$ cat src/rtl/pcmp_pkg.sv
package pcmp_pkg;
  // Registered state of the top-bit decision path
  typedef struct packed {
    logic a_top;   // captured top bit of operand A
    logic b_top;   // captured top bit of operand B
    logic lo_live; // lower registers were loaded in this capture
  } top_state_t;

  localparam top_state_t TOP_STATE_RESET = '{a_top: 1'b0, b_top: 1'b0, lo_live: 1'b0};
endpackage

$ cat src/rtl/pcmp_top_stage.sv
module pcmp_top_stage
  import pcmp_pkg::*;
(
  input  logic       clk,
  input  logic       rst_n,
  input  logic       a_top_i,
  input  logic       b_top_i,
  output logic       load_en_o,
  output top_state_t state_o
);
  top_state_t state_q;

  // precomputation: lower bits matter only when the top bits tie
  assign load_en_o = ~(a_top_i ^ b_top_i);

  always_ff @(posedge clk or negedge rst_n) begin
    if (!rst_n) state_q <= TOP_STATE_RESET;
    else        state_q <= '{a_top: a_top_i, b_top: b_top_i, lo_live: load_en_o};
  end

  assign state_o = state_q;

  assert_top_capture_R2: assert property (@(posedge clk) disable iff (!rst_n)
    $past(rst_n) |-> (state_q.a_top == $past(a_top_i) && state_q.b_top == $past(b_top_i)));

  assert_live_means_tie_R3: assert property (@(posedge clk) disable iff (!rst_n)
    state_q.lo_live |-> (state_q.a_top == state_q.b_top));
endmodule

$ cat src/rtl/pcmp_hold_reg.sv
module pcmp_hold_reg #(
  parameter int W = 7
) (
  input  logic         clk,
  input  logic         rst_n,
  input  logic         load_i,
  input  logic [W-1:0] d_i,
  output logic [W-1:0] q_o
);
  logic [W-1:0] q;

  always_ff @(posedge clk or negedge rst_n) begin
    if (!rst_n)      q <= '0;
    else if (load_i) q <= d_i;
  end

  assign q_o = q;

  assert_frozen_when_idle_R3: assert property (@(posedge clk) disable iff (!rst_n)
    !$past(load_i) |-> $stable(q));
endmodule

$ cat src/rtl/pcmp_lower_gt.sv
module pcmp_lower_gt #(
  parameter int W = 7
) (
  input  logic [W-1:0] a_i,
  input  logic [W-1:0] b_i,
  output logic         gt_o
);
  // MSB-first scan: a bit decides only if all bits above it tie
  logic gt_c [W+1];
  logic eq_c [W+1];

  assign gt_c[W] = 1'b0;
  assign eq_c[W] = 1'b1;

  for (genvar i = W - 1; i >= 0; i--) begin : g_scan
    assign gt_c[i] = gt_c[i+1] | (eq_c[i+1] & a_i[i] & ~b_i[i]);
    assign eq_c[i] = eq_c[i+1] & ~(a_i[i] ^ b_i[i]);
  end

  assign gt_o = gt_c[0];
endmodule

$ cat src/rtl/pcmp_gated_compare.sv
module pcmp_gated_compare
  import pcmp_pkg::*;
#(
  parameter int WIDTH = 8
) (
  input  logic             clk,
  input  logic             rst_n,
  input  logic [WIDTH-1:0] opa_i,
  input  logic [WIDTH-1:0] opb_i,
  output logic             gt_o
);
  localparam int LOW_W = WIDTH - 1;

  logic             load_en;
  top_state_t       top_q;
  logic [LOW_W-1:0] a_low_q;
  logic [LOW_W-1:0] b_low_q;
  logic             low_gt;

  pcmp_top_stage u_top (
    .clk      (clk),
    .rst_n    (rst_n),
    .a_top_i  (opa_i[WIDTH-1]),
    .b_top_i  (opb_i[WIDTH-1]),
    .load_en_o(load_en),
    .state_o  (top_q)
  );

  pcmp_hold_reg #(.W(LOW_W)) u_a_low (
    .clk   (clk),
    .rst_n (rst_n),
    .load_i(load_en),
    .d_i   (opa_i[LOW_W-1:0]),
    .q_o   (a_low_q)
  );

  pcmp_hold_reg #(.W(LOW_W)) u_b_low (
    .clk   (clk),
    .rst_n (rst_n),
    .load_i(load_en),
    .d_i   (opb_i[LOW_W-1:0]),
    .q_o   (b_low_q)
  );

  pcmp_lower_gt #(.W(LOW_W)) u_low_cmp (
    .a_i (a_low_q),
    .b_i (b_low_q),
    .gt_o(low_gt)
  );

  // the registered enable picks the path; top bits differ -> A's top bit wins
  assign gt_o = top_q.lo_live ? low_gt : top_q.a_top;

  assert_result_matches_R1: assert property (@(posedge clk) disable iff (!rst_n)
    $past(rst_n) |-> (gt_o == ($past(opa_i) > $past(opb_i))));

  assert_first_cycle_zero_R6: assert property (@(posedge clk) disable iff (!rst_n)
    $rose(rst_n) |-> !gt_o);

  initial begin
    assert_width_ok: assert (WIDTH >= 2);
  end
endmodule

$ cat config.mk
export PLATFORM = sky130hd
export DESIGN_NAME = pcmp_gated_compare
export DESIGN_NICKNAME = d
export VERILOG_FILES = /design/src/rtl/pcmp_pkg.sv /design/src/rtl/pcmp_top_stage.sv /design/src/rtl/pcmp_hold_reg.sv /design/src/rtl/pcmp_lower_gt.sv /design/src/rtl/pcmp_gated_compare.sv
export SDC_FILE = /design/constraint.sdc
export NUM_CORES = 1
export LEC_CHECK = 0
export BUFFER_PORTS_ARGS = -buffer_cell sky130_fd_sc_hd__buf_2
export CAP_MARGIN = 30
export CORE_UTILIZATION = 35
export CTS_CLUSTER_SIZE = 25
export DETAILED_ROUTE_END_ITERATION = 8
export MAX_ROUTING_LAYER = met4
export PLACE_DENSITY = 0.69
export SLEW_MARGIN = 20
export SYNTH_ARGS = -nofsm -noshare
export SYNTH_HDL_FRONTEND = slang
export SYNTH_SLANG_ARGS = --single-unit
$ cat constraint.sdc
create_clock -name clk -period 2.8 [get_ports clk]
set_input_delay 0.42 -clock clk [delete_from_list [all_inputs] [get_ports clk]]
set_output_delay 0.42 -clock clk [all_outputs]
set_load 0.005 [all_outputs]
* Word-level counts from Yosys, hierarchy flattened
Cells that the tools add are included.
** Operators by class
- Bitwise logic cells :: 45
- Muxes and demuxes :: 1
** Operator list (number)
- $and A1 B1 Y1 :: 18
- $not A1 Y1 :: 14
- $xor A1 B1 Y1 :: 7
- $or A1 B1 Y1 :: 6
- $mux W1 :: 1
** Storage, ports and cells
- Bits in registers :: 16
- Output and inout port bits :: 1
- Word-level logic and storage cells :: 50

* Logic depth before layout (Yosys ltp)
Gate-level depths: netlist of run 1.
- Word-level depth :: 11
- Gate-level depth with buffers :: 6
- Gate-level depth less buffers :: 6

* Modules after synthesis
A second synthesis of run 1 with hierarchy kept.
** Second synthesis, totals
- Cell total of the unflattened synthesis :: 52
- Area total of the unflattened synthesis :: 807.0 um^2
** Modules (own cells, without submodules)
- pcmp_hold_reg :: times used 2, cells each 15, area an instance 291.5 um^2
- pcmp_lower_gt :: times used 1, cells each 17, area an instance 125.1 um^2
- pcmp_top_stage :: times used 1, cells each 4, area an instance 83.8 um^2
- pcmp_gated_compare :: times used 1, cells each 1, area an instance 15.0 um^2

* Least setup slack after synthesis of run 1
OpenSTA, ideal clock, no wires.
- Path kind :: reg2out
- From :: register u_a_low.q[6] (netlist: u_a_low.q_o[6])
- To :: output gt_o
- Data required time :: 2.380 ns
- Stages on the path, launching flop included :: 6
- Data arrival time :: 1.440 ns
- Buffers on the path :: 0
- Slack :: 0.940 ns
- Cells stage by stage :: dfrtp_1 ha_1 nand2_1 a2111oi_0 nor3b_1 a211o_1
** Between the ends
- Longest elaborated chain between the ends :: 11
** RTL lines
- start, declared :: RTL line pcmp_hold_reg.sv:10 : logic [W-1:0] q;
- start signal, assigned :: RTL line pcmp_hold_reg.sv:14 : else if (load_i) q <= d_i;
- $xor A1 B1 Y1 :: RTL line pcmp_lower_gt.sv:17 : assign eq_c[i] = eq_c[i+1] & ~(a_i[i] ^ b_i[i]);
- $not A1 Y1 :: RTL line pcmp_lower_gt.sv:17
- $and A1 B1 Y1, on equally long branches (2 in a row) :: RTL line pcmp_lower_gt.sv:16, pcmp_lower_gt.sv:17
- $or A1 B1 Y1, or another cell as far along (3 in a row) :: RTL line pcmp_lower_gt.sv:16 : assign gt_c[i] = gt_c[i+1] | (eq_c[i+1] & a_i[i] & ~b_i[i]);
- $or A1 B1 Y1 or $and A1 B1 Y1 (tied branches) (2 in a row) :: RTL line pcmp_lower_gt.sv:16
- $or A1 B1 Y1 * :: RTL line pcmp_lower_gt.sv:16
- $mux W1 * :: RTL line pcmp_gated_compare.sv:52 : assign gt_o = top_q.lo_live ? low_gt : top_q.a_top;
- end, declared :: RTL line pcmp_gated_compare.sv:10 : output logic gt_o
Mark *: on every way between the ends. The rest lies on a longest branch, timed or not.

* Worst setup path in the final report of run 1
Same ends and word-level chain as after synthesis.

==> results of run 1 <==
## stage by stage
stage	total power (uW)	util, %	instance area (um2)
finish	537	48.0	865
CTS	547	48.0	865
global route	568	48.0	865
global placement	389	46.0	828
floorplan	357	-	708
detailed placement	394	46.0	828
## logic make-up after synthesis
kind of cell	Yosys count	synth area share, %
adders and majority gates	4	6.36
buffers and inverters	7	3.88
xor gates and xnor gates	3	3.71
and+or+nand+nor	9	7.07
AOI/OAI and AO/OA	8	6.71
muxes	10	15.7
DFF	16	56.5
## worst max-delay path by stage
stage / endpoint / slack [ns]
floorplan: gt_o / 0.94
global placement: gt_o / 0.78
detailed placement: gt_o / 0.64
CTS: gt_o / 0.32
global route: gt_o / 0.22
finish: gt_o / 0.36
## per-layer routing
layer	share of wire [%]	routed length, um	up-vias	global-route usage, %
li1	-	-	232	-
met2	48	527	14	19.2
met5	0	0	-	-
met3	6.5	71	0	5.77
met4	0	0	0	1.71
met1	45	494	225	14.1
## cells in the mapped netlist
library cell	n	area, um2
buf_2	1	5.00
mux2_2	7	78.8
maj3_2	2	22.5
mux2i_1	1	10.0
nor3b_1	1	7.51
xnor2_1	1	8.76
inv_1	4	15.0
maj3_1	1	10.0
inv_2	1	3.75
xor2_1	2	17.5
o21ai_0	6	30.0
a211o_1	1	8.76
mux2_1	2	22.5
dfrtp_1	16	400
nor2b_4	1	13.8
ha_1	1	12.5
nand2_1	6	22.5
nand2b_1	1	6.26
a2111oi_0	1	8.76
clkbuf_1	1	3.75
## sequential cells by signal, summed over array words and instances (netlist names)
name	flops
u_a_low.q_o	7
u_b_low.q_o	7
u_top.state_o	2
## report_power, final
group / switching, uW / total (uW) / internal [uW]
logic: 44.1 / 103 / 58.7
clock network: 71.6 / 151 / 79.1
registers: 20.0 / 283 / 263
total: 136 / 537 / 401
## final cells by class
class	instances	area (um2)	share of cell area (%)
multi-input combinational	34	280	32.4
clock buffer	4	36.3	4.20
sequential	16	400	46.3
inverter	5	18.8	2.17
tap	25	31.3	3.62
timing repair buffer	19	97.6	11.3
## worst max-delay path: stages, from the launching register on
cell and delay [ns]:
dfrtp_1 0.39, ha_1 0.27, nand2_1 0.06, a2111oi_0 0.53
nor3b_1 0.26, a211o_1 0.13, buf_2 0.10
==> results_dict.tcl, run 1 <==
set metrics [dict create \
    first_pass_iters 2 \
    outcome "complete, no violations" \
    fin_nets 98 \
    grt_pass1_wl_um 1760 \
    tritoncts "done" \
    via_count 471 \
    period_share_pct 87.2 \
    fill_cells 186 \
    clk_latency_ns 0.28 \
    reg2reg_slack_ns 1.99 \
    core-area_um2 1800 \
    cts_resized 0 \
    setup_slack_ns 0.358 \
    syn_area_um2 708 \
    cts_sinks 16 \
    grt_max_degree 21 \
    syn_area_per_cell_um2 12.4 \
    cts_made_buffers 3 \
    wire_per_inst_um 10.6 \
    grt_util_all_layers_pct 12.0 \
    setup-violations-final 0 \
    io_buffers 18 \
    timing.slew.headroom_pct 61.4 \
    syn_nets 76 \
    r2r_cells 1 \
    final_hold_viol_count 0 \
    yosysUniqueCellTypes 20 \
    grt-ovfl-total 0 \
    die_area_um2 2210 \
    r2r-start "u_b_low.q_o[5]$_DFFE_PN0P_" \
    finalSetupTns_ns 0 \
    cp-end-kind "output pin" \
    num_rows 15 \
    clk_path_buf_depth 2 \
    max_freq_mhz 409 \
    fin_skew_ns 0 \
    h-tree-depth 1 \
    ys_ff_latch 16 \
    final_common_cell "buf_2" \
    required_ns 2.38 \
    dp_cells 99 \
    final_cell_mix "buf_2 (18), dfrtp_1 (16), mux2_2 (7), nand2_1 (6), o21ai_0 (6)" \
    rsz0062_at_grt "false" \
    power.density_nw_per_um2 621 \
    initial_core_util_pct 39.3 \
    ys.warnings.count 0 \
    dp_worst_setup_slack_ns 0.639 \
    layout-drive-gt1-share_pct 43.6 \
    ir_drop_uv 387 \
    diodes 0 \
    leakagePower_uw 0.000414 \
    area_delta_synth_final_pct 22.1 \
    postCtsSetupBuffers 0 \
    arrival_ns 2.02 \
    start_kind "flop" \
    critPathKind "reg -> out" \
    cp-startpoint "u_a_low.q_o[6]$_DFFE_PN0P_" \
    r2r-end "u_b_low.q_o[5]$_DFFE_PN0P_" \
    finalWeightedCongestion 0.724 \
    fin_crit_ns 2.44 \
    crit_fanout 2 \
    synthCells 57 \
    whs_ns 0.0300 \
    hold_buffers 0 \
    viasPerCell 4.57 \
    tightest_slew_ns 0.565 \
    final_cells 103 \
    cts.clk_slew.worst_paths_ns 0.09 \
    die_x_um 47.0 \
    first_global_vias 438 \
    min_path_type "in -> async" \
    die_h_um 47.0 \
    drt-total-wl_um 1090 \
    maxSlewViolCount 0 \
    drt-initial-drc-count 1 \
    synth_seq_area_share_pct 56.5 \
    drc 0 \
    io_pins 19 \
    maxCapViolations 0 \
    ctsRootBufferMaster "clkbuf_4" \
    antenna_left 0 \
    antenna_found_initial 0 \
]
No activity file was read; power rests on OpenSTA's default activity.
==> run 2, diff against run 1 <==
Settings changed: CORE_UTILIZATION 35 to 30, PLACE_DENSITY 0.69 to 0.62.
==> results_dict.tcl, run 2 (synthesis gave the netlist of run 1 again) <==
set metrics [dict create \
    rsz0062_at_grt "false" \
    period_share_pct 84.8 \
    cts_resized 0 \
    maxCapViolations 0 \
    cts_sinks 16 \
    critPathKind "reg -> out" \
    grt-ovfl-total 0 \
    power_switching_uw 130 \
    fin_crit_ns 2.37 \
    drc 0 \
    power_frac_seq_pct 56.4 \
    final_cell_mix "buf_2 (18), dfrtp_1 (16), mux2_2 (7), nand2_1 (6), o21ai_0 (6)" \
    leakagePower_uw 0.000407 \
    outcome "complete, no violations" \
    wire_per_inst_um 10.6 \
    fill_cells 242 \
    tritoncts "done" \
    crit_fanout 2 \
    h-tree-depth 1 \
    via_count 468 \
    finalWeightedCongestion 0.691 \
    antenna_left 0 \
    critical_path.top_delay_family "compound AO/OA/AOI/OAI gates" \
    postCtsSetupBuffers 0 \
    io_pins 19 \
    critPathMaxStageDelay_ns 0.48 \
    clk_latency_ns 0.28 \
    grt_pass1_wl_um 2050 \
    setup-violations-final 0 \
    min_path_type "in -> async" \
    hpwl_um 867 \
    max_freq_mhz 421 \
    cp-end-kind "output pin" \
    timing.slew.headroom_pct 66.1 \
    fin_nets 98 \
    first_global_vias 504 \
    slowest_stage "a2111oi_0" \
    viasPerCell 4.46 \
    core-area_um2 2210 \
    fin_skew_ns 0 \
    drt-total-wl_um 1110 \
    crit_buf_inv 1 \
    dp_worst_setup_slack_ns 0.724 \
    die_h_um 50.6 \
    layout-drive-gt1-share_pct 42.9 \
    start_kind "flop" \
    initial_core_util_pct 32.0 \
    final_area_um2 855 \
    final_common_cell "buf_2" \
    maxSlewViolCount 0 \
    path_cells "ha_1, nand2_1, a2111oi_0, nor3b_1, a211o_1, buf_2" \
    setup_slack_ns 0.426 \
    antenna_found_initial 0 \
    cts_made_buffers 3 \
    required_ns 2.38 \
    cts.clk_slew.worst_paths_ns 0.09 \
    hold_buffers 0 \
    area_delta_synth_final_pct 20.7 \
    tightest_slew_ns 0.495 \
    finalSetupTns_ns 0 \
    grt_util_all_layers_pct 11.4 \
    arrival_ns 1.95 \
    first_pass_iters 4 \
    die_x_um 50.6 \
    ctsRootBufferMaster "clkbuf_4" \
    grt_max_degree 21 \
    io_buffers 18 \
    power.density_nw_per_um2 587 \
    final_hold_viol_count 0 \
    clk_path_buf_depth 2 \
    swShare_pct 25.9 \
    num_rows 17 \
    diodes 0 \
    die_area_um2 2560 \
    p_clk_share_pct 22.7 \
    ir_drop_uv 359 \
    drt-initial-drc-count 4 \
    place_area_um2 832 \
    combPwrFrac_pct 20.9 \
    p_int_uw 372 \
]
[run 2: cell types whose count changed in the layout (fill, tap and decap cells not counted), sizes merged]
cell and change:
clkbuf -1
[run 2: worst paths after layout]
kind	from	endpoint	slack (ns)	cells after the start
max	u_a_low.q_o[6]$_DFFE_PN0P_	gt_o	0.43	6
min	rst_n	u_a_low.q_o[1]$_DFFE_PN0P_	0.03	1
max reg2reg	u_b_low.q_o[5]$_DFFE_PN0P_	u_b_low.q_o[5]$_DFFE_PN0P_	2.00	1
min reg2reg	u_a_low.q_o[0]$_DFFE_PN0P_	u_a_low.q_o[0]$_DFFE_PN0P_	0.52	1
max in group asynchronous	rst_n	u_b_low.q_o[6]$_DFFE_PN0P_	2.51	1
min in group clk	opa_i[7]	u_top.state_o[2]$_DFF_PN0_	0.27	1
[run 2: area by class of cell]
type | instances | area [um2] | share of cell area [%]
multi-input combinational | 34 | 280 | 32.8
timing repair buffer | 19 | 97.6 | 11.4
clock buffer | 3 | 22.5 | 2.64
inverter | 5 | 18.8 | 2.20
sequential | 16 | 400 | 46.9
tap | 28 | 35.0 | 4.10
[run 2: per-layer routing]
metal / vias up / share of wire [%] / global-route usage, %
met4: 0 / 2.7 / 8.33
met2: 13 / 48 / 17.6
met1: 218 / 44 / 13.0
met3: 4 / 5.7 / 2.42
met5: - / 0 / -
li1: 233 / - / -
[run 2: power by group through the flow]
stage                     sequential [uW]  clock (uW)  combinational [uW]
after floorplan                       283           0                73.7
after global placement                286           0                 104
after detailed placement              288           0                 107
after CTS                             284         123                 107
after global routing                  288         128                 121
final                                 283         114                 105
[run 2: metrics by stage]
stage	total power (uW)	cells	util (%)	hold WS [ns]
after floorplan	357	57	-	0.124
after global placement	391	102	37.6	0.344
after detailed placement	395	102	37.6	0.349
after CTS	513	105	38.6	0.0328
after global routing	536	105	38.6	0.0530
final	502	105	38.6	0.0301
